$ cat src/rtl/uart_tx_pkg.sv
package uart_tx_pkg;

    localparam int DATA_W = 8;

    typedef enum logic [1:0] {
        TX_IDLE  = 2'd0,
        TX_START = 2'd1,
        TX_DATA  = 2'd2,
        TX_STOP  = 2'd3
    } tx_state_e;

    typedef struct packed {
        logic [DATA_W-1:0] bits;
        logic              valid;
    } tx_byte_t;

    // A new byte may leave when gating is off, or when clear-to-send is low.
    function automatic logic send_allowed(input logic gate_on, input logic cts_sync_n);
        return !gate_on || !cts_sync_n;
    endfunction

endpackage

$ cat src/rtl/tx_byte_queue.sv
module tx_byte_queue #(
    parameter int DEPTH = 16,
    parameter int W     = 8
) (
    input  logic         clk,
    input  logic         rst,
    input  logic         push_req,
    input  logic [W-1:0] push_data,
    input  logic         pop_req,
    output logic [W-1:0] head,
    output logic         empty,
    output logic         full
);
    localparam int AW = $clog2(DEPTH);
    localparam int CW = AW + 1;

    logic [W-1:0]  store [DEPTH];
    logic [AW-1:0] wp_q, rp_q;
    logic [CW-1:0] cnt_q;
    logic          do_push, do_pop;

    assign empty   = (cnt_q == '0);
    assign full    = (cnt_q == CW'(DEPTH));
    assign do_push = push_req && !full;
    assign do_pop  = pop_req && !empty;
    assign head    = store[rp_q];

    always_ff @(posedge clk) begin
        if (do_push) store[wp_q] <= push_data;
    end

    always_ff @(posedge clk) begin
        if (rst) begin
            wp_q  <= '0;
            rp_q  <= '0;
            cnt_q <= '0;
        end else begin
            if (do_push) wp_q <= (wp_q == AW'(DEPTH-1)) ? '0 : wp_q + 1'b1;
            if (do_pop)  rp_q <= (rp_q == AW'(DEPTH-1)) ? '0 : rp_q + 1'b1;
            case ({do_push, do_pop})
                2'b10:   cnt_q <= cnt_q + 1'b1;
                2'b01:   cnt_q <= cnt_q - 1'b1;
                default: cnt_q <= cnt_q;
            endcase
        end
    end
endmodule

$ cat src/rtl/cts_synchronizer.sv
module cts_synchronizer #(
    parameter int STAGES = 2
) (
    input  logic clk,
    input  logic rst,
    input  logic async_in,
    output logic sync_out
);
    logic [STAGES-1:0] chain_q;

    always_ff @(posedge clk) begin
        if (rst) chain_q <= '1;
        else     chain_q <= {chain_q[STAGES-2:0], async_in};
    end

    assign sync_out = chain_q[STAGES-1];
endmodule

$ cat src/rtl/frame_shifter.sv
module frame_shifter
    import uart_tx_pkg::*;
#(
    parameter int OVS = 16,
    parameter int W   = 8
) (
    input  logic         clk,
    input  logic         rst,
    input  logic         tick,
    input  logic         gate_on,
    input  logic         cts_s,
    input  logic         q_empty,
    input  logic [W-1:0] q_head,
    output logic         q_pop,
    output logic         line,
    output tx_state_e    state
);
    localparam int TW = $clog2(OVS);
    localparam int BW = $clog2(W);
    localparam logic [TW-1:0] LAST = TW'(OVS - 1);
    localparam logic [TW-1:0] MID  = TW'(OVS / 2 - 1);
    localparam logic [BW-1:0] TOPB = BW'(W - 1);

    tx_state_e     st_q;
    logic [TW-1:0] tcnt_q;
    logic [BW-1:0] bidx_q;
    logic [W-1:0]  sh_q;
    logic          line_q;
    logic          permit_q;
    logic          go_idle, go_chain, launch;

    assign go_idle  = (st_q == TX_IDLE) && send_allowed(gate_on, cts_s);
    assign go_chain = (st_q == TX_STOP) && (tcnt_q == LAST) && permit_q;
    assign launch   = tick && !q_empty && (go_idle || go_chain);
    assign q_pop    = launch;

    always_ff @(posedge clk) begin
        if (rst) begin
            st_q     <= TX_IDLE;
            tcnt_q   <= '0;
            bidx_q   <= '0;
            sh_q     <= '0;
            line_q   <= 1'b1;
            permit_q <= 1'b0;
        end else if (launch) begin
            st_q   <= TX_START;
            sh_q   <= q_head;
            line_q <= 1'b0;
            tcnt_q <= '0;
        end else if (tick) begin
            case (st_q)
                TX_IDLE: tcnt_q <= '0;
                TX_START: begin
                    if (tcnt_q == LAST) begin
                        st_q   <= TX_DATA;
                        tcnt_q <= '0;
                        bidx_q <= '0;
                        line_q <= sh_q[0];
                    end else begin
                        tcnt_q <= tcnt_q + 1'b1;
                    end
                end
                TX_DATA: begin
                    if (tcnt_q == LAST) begin
                        tcnt_q <= '0;
                        if (bidx_q == TOPB) begin
                            st_q   <= TX_STOP;
                            line_q <= 1'b1;
                        end else begin
                            bidx_q <= bidx_q + 1'b1;
                            sh_q   <= sh_q >> 1;
                            line_q <= sh_q[1];
                        end
                    end else begin
                        tcnt_q <= tcnt_q + 1'b1;
                    end
                end
                TX_STOP: begin
                    if (tcnt_q == MID) permit_q <= send_allowed(gate_on, cts_s);
                    if (tcnt_q == LAST) begin
                        st_q   <= TX_IDLE;
                        tcnt_q <= '0;
                    end else begin
                        tcnt_q <= tcnt_q + 1'b1;
                    end
                end
                default: st_q <= TX_IDLE;
            endcase
        end
    end

    assign line  = line_q;
    assign state = st_q;
endmodule

$ cat src/rtl/cts_gated_uart_tx.sv
module cts_gated_uart_tx
    import uart_tx_pkg::*;
#(
    parameter int DEPTH       = 16,
    parameter int OVS         = 16,
    parameter int SYNC_STAGES = 2
) (
    input  logic              clk,
    input  logic              rst,
    input  logic              wr_en,
    input  logic [DATA_W-1:0] wr_data,
    input  logic              flow_en,
    input  logic              mode_aux,
    input  logic              cts_n,
    input  logic              tick16,
    output logic              txd,
    output logic              fifo_empty,
    output logic              fifo_full,
    output logic              msr_irq_mask
);
    logic              cts_s;
    logic              pop;
    logic [DATA_W-1:0] head;
    tx_state_e         st;
    tx_byte_t          unused_aux;

    // mode_aux only matters to a receive-side block; kept for interface parity.
    assign unused_aux = '{bits: '0, valid: mode_aux};

    tx_byte_queue #(.DEPTH(DEPTH), .W(DATA_W)) u_queue (
        .clk       (clk),
        .rst       (rst),
        .push_req  (wr_en),
        .push_data (wr_data),
        .pop_req   (pop),
        .head      (head),
        .empty     (fifo_empty),
        .full      (fifo_full)
    );

    cts_synchronizer #(.STAGES(SYNC_STAGES)) u_sync (
        .clk      (clk),
        .rst      (rst),
        .async_in (cts_n),
        .sync_out (cts_s)
    );

    frame_shifter #(.OVS(OVS), .W(DATA_W)) u_shift (
        .clk     (clk),
        .rst     (rst),
        .tick    (tick16),
        .gate_on (flow_en),
        .cts_s   (cts_s),
        .q_empty (fifo_empty),
        .q_head  (head),
        .q_pop   (pop),
        .line    (txd),
        .state   (st)
    );

    assign msr_irq_mask = flow_en;
endmodule

$ cat config.mk
export PLATFORM = sky130hd
export DESIGN_NAME = cts_gated_uart_tx
export DESIGN_NICKNAME = d
export VERILOG_FILES = /design/src/rtl/uart_tx_pkg.sv /design/src/rtl/tx_byte_queue.sv /design/src/rtl/cts_synchronizer.sv /design/src/rtl/frame_shifter.sv /design/src/rtl/cts_gated_uart_tx.sv
export SDC_FILE = /design/constraint.sdc
export NUM_CORES = 1
export LEC_CHECK = 0
export ABC_AREA = 1
export BUFFER_PORTS_ARGS = -buffer_cell sky130_fd_sc_hd__buf_4
export CAP_MARGIN = 20
export CORE_UTILIZATION = 55
export CTS_CLUSTER_SIZE = 30
export DETAILED_ROUTE_END_ITERATION = 12
export PLACE_DENSITY = 0.77
export SLEW_MARGIN = 15
export SYNTH_ARGS = -nofsm -noshare
export SYNTH_HDL_FRONTEND = slang
export SYNTH_SLANG_ARGS = --single-unit
$ cat constraint.sdc
create_clock -name clk -period 4.54 [get_ports clk]
set_input_delay 0.454 -clock clk [delete_from_list [all_inputs] [get_ports clk]]
set_output_delay 0.454 -clock clk [all_outputs]
set_load 0.02 [all_outputs]
==> results.tsv <==
metric	value	unit
status	finished clean	
top-count cell post-synth	nand2_1	
Reg2Reg Depth	18	
most frequent cells after synthesis	nand2_1 (230), edfxtp_1 (128), nand3_1 (112)	
via count	5276	
R2R Path Start	u_shift.tcnt_q[0]	
CP Max Fanout	26	
die width	118	µm
Worst-Skew Late Latency	0.42	ns
H-tree levels	4	
IO Port Bufs	17	
CP arrival	3.45	ns
largest net degree at the start of global routing	65	
Hold Crit Class	input pin to flip-flop	
buffer count from post-CTS setup fixing	0	
Most common cell on crit path	nand2_1	
CTS tree	yes	
hold_sp	cts_n	
max_slew headroom	0.436	
biggest area consumer among synthesized cells	edfxtp_1	
GRT met2 Usage	0.406	
Slowest cell on crit path	dfxtp_1	
Post-synth ARST share	0	
post-synthesis net count	796	
Worst Max-Slew Pin Slew	0.843	ns
TNS Setup	0	ns
row count	41	
largest delay contributor family on the critical path	simple AND/OR/NAND/NOR gates	
final WL	15800	µm
Worst VDD drop	0.284	mV
Syn Area/Cell	9.55	µm²
Routed Antenna Nets	0	
fin nets	804	
gr usage total	0.237	
final core occ	0.639	
core area	12800	µm²
synth unique cells	34	
MaxCap Viol Count	0	
largest cells by area after synthesis	edfxtp_1 (52%), nand2_1 (12%), dfxtp_1 (10%)	
CTS buffer count	17	
critical path required time	4.90	ns
CP max stage delay	0.37	ns
die area	13800	µm²
crit-path cells	ha_1, nand3_2, clkinv_2, nand2_2, nand2_2, nand3_4, inv_2, ha_1, xor2_1, ha_1, inv_1, nand2_1, nand3b_1, nand2_1, nand2_1, nand2_1, nand2_1, a21oi_1	
CTS sink cnt	166	
crit end category	flip-flop	
Synth Instances	770	
drt initial violations	475	
crit path launch	u_shift.tcnt_q[0]	
GRT met3 Usage	0.0489	
chip height	118	µm
ratio of cells with drive above 1 in the final layout	0.0910	
sequential cell area fraction in the yosys report	0.626	
Clock Tree Root	clkbuf_16	
hold depth	2	
# resized after CTS	0	
remaining routing DRC violations	0	
Layout area overhead	11.4	%
Starting Density	0.574	
first-pass GRT wire length	25300	µm
top-area cell type share of the netlist area	0.522	
period utilization	0.682	
Clk pin slew, worst setup/hold paths	0.06	ns
vias per cell	5.48	
synthesized flop and latch total	166	
final setup fails	0	
Pre-Repair DR Iteration Count	5	
WHS Endpoint	u_sync.chain_q[0]	
FF-to-FF End	u_queue.cnt_q[4]	
R2R setup slack	1.44	ns
Hold Buf Count CTS	0	
synth warn	0	
Post-Syn Area	7360	µm²
GRT overflow	0	
final critical-path required period	3.10	ns
met1 Use GR	0.292	
kind of critical path	flip-flop to flip-flop	
initial antenna violation count	0	
Power, Total	3.95	mW
Hold Violations, Final	0	
type of origin of the critical path	flip-flop	
Buf+Inv Stages, Crit Path	3	
PD cells	481	nW/µm²
top-level I/O count	19	
fin. max-slew vios	0	
placer congestion estimate	0.852	
RSZ-0062 raised after global routing	no	
layer carrying the most global-route usage	met2	
ant diodes	0	
static leakage power	3.33	nW
hpwl dp	9340	µm
vias in the first global route	5011	
WL/cell	16.5	µm
f_max	323	MHz
Max Buffers Root-to-Sink	2	
Worst Skew	0.00956	ns
Post-synth EDFFs	128	
Top FF cell, synth	edfxtp_1	
logic make-up (layout without fill, tap and decap cells):
kind of cell | after synthesis | count (layout) | synth area share
simple gates | 402 | 402 | 0.234
flops | 166 | 166 | 0.626
xor+xnor | 9 | 9 | 0.0107
buf+inv | 132 | 153 | 0.0745
fa+ha+maj | 11 | 11 | 0.0187
compound gates | 50 | 50 | 0.0359
metal layers:
| layer | part of all wire | vias up |
|---|---|---|
| li1 | - | 2540 |
| met1 | 0.40 | 2489 |
| met2 | 0.51 | 223 |
| met3 | 0.071 | 24 |
| met4 | 0.017 | 0 |
| met5 | 0 | - |
stage by stage:
stage	worst slack, ns	cell area, µm²	hold slack [ns]	cells
2_1_floorplan	2.18	7360	0.389	770
3_3_place_gp	1.76	7540	0.395	928
3_5_place_dp	1.62	7550	0.418	929
4_1_cts	1.50	8150	0.210	961
5_1_grt	1.28	8200	0.217	963
6_report	1.44	8200	0.218	963
registers in the layout, indices dropped and copies added (netlist names), 2 cells and up, named ones only:
signal          cells
u_queue.rp_q        4
u_shift.bidx_q      3
u_shift.tcnt_q      4
u_queue.cnt_q       5
u_queue.store     128
u_shift.state       2
u_shift.sh_q        8
u_sync.chain_q      2
u_queue.wp_q        4
layout by cell type (no fill, tap or decap), types with 4 or more instances in the layout:
| cell type | n |
|---|---|
| ha_1 | 11 |
| a21oi_1 | 26 |
| nor2_1 | 39 |
| inv_2 | 4 |
| dfxtp_1 | 37 |
| nand2_2 | 4 |
| clkbuf_16 | 17 |
| o21ai_0 | 18 |
| clkinv_4 | 4 |
| nand2_1 | 230 |
| edfxtp_1 | 128 |
| buf_4 | 19 |
| xor2_1 | 7 |
| inv_1 | 94 |
| nand3_1 | 112 |
| nor3_1 | 4 |
power by group:
part	switching, mW	internal [mW]
registers	0.0448	1.70
clock network	0.592	0.871
logic	0.509	0.228
total	1.15	2.80
layout make-up:
class                      instances  area [µm²]
clock inverter                    14         176
inverter                          99         373
clock buffer                      18         429
tap                              172         215
fill                             992        4630
sequential                       166        4610
timing repair buffer              22         195
multi-input combinational        472        2200
how the worst max path moves through the flow:
stage | end | slack, ns | cells after the start
after detailed placement | u_queue.cnt_q[4] | 1.62 | 18
after floorplan | u_queue.cnt_q[4] | 2.18 | 20
final | u_queue.cnt_q[4] | 1.44 | 18
after CTS | u_queue.cnt_q[4] | 1.50 | 18
after global routing | u_queue.cnt_q[4] | 1.28 | 18
after global placement | u_queue.cnt_q[4] | 1.76 | 18
worst register-to-register path, delay by kind of cell (launching register included):
kind | cells | cell delay [ns]
compound gates | 1 | 0.10
xor+xnor | 1 | 0.27
fa+ha+maj | 3 | 0.80
buf+inv | 3 | 0.50
flops | 1 | 0.37
simple gates | 10 | 1.00
Power figures use the tool's default switching activity.
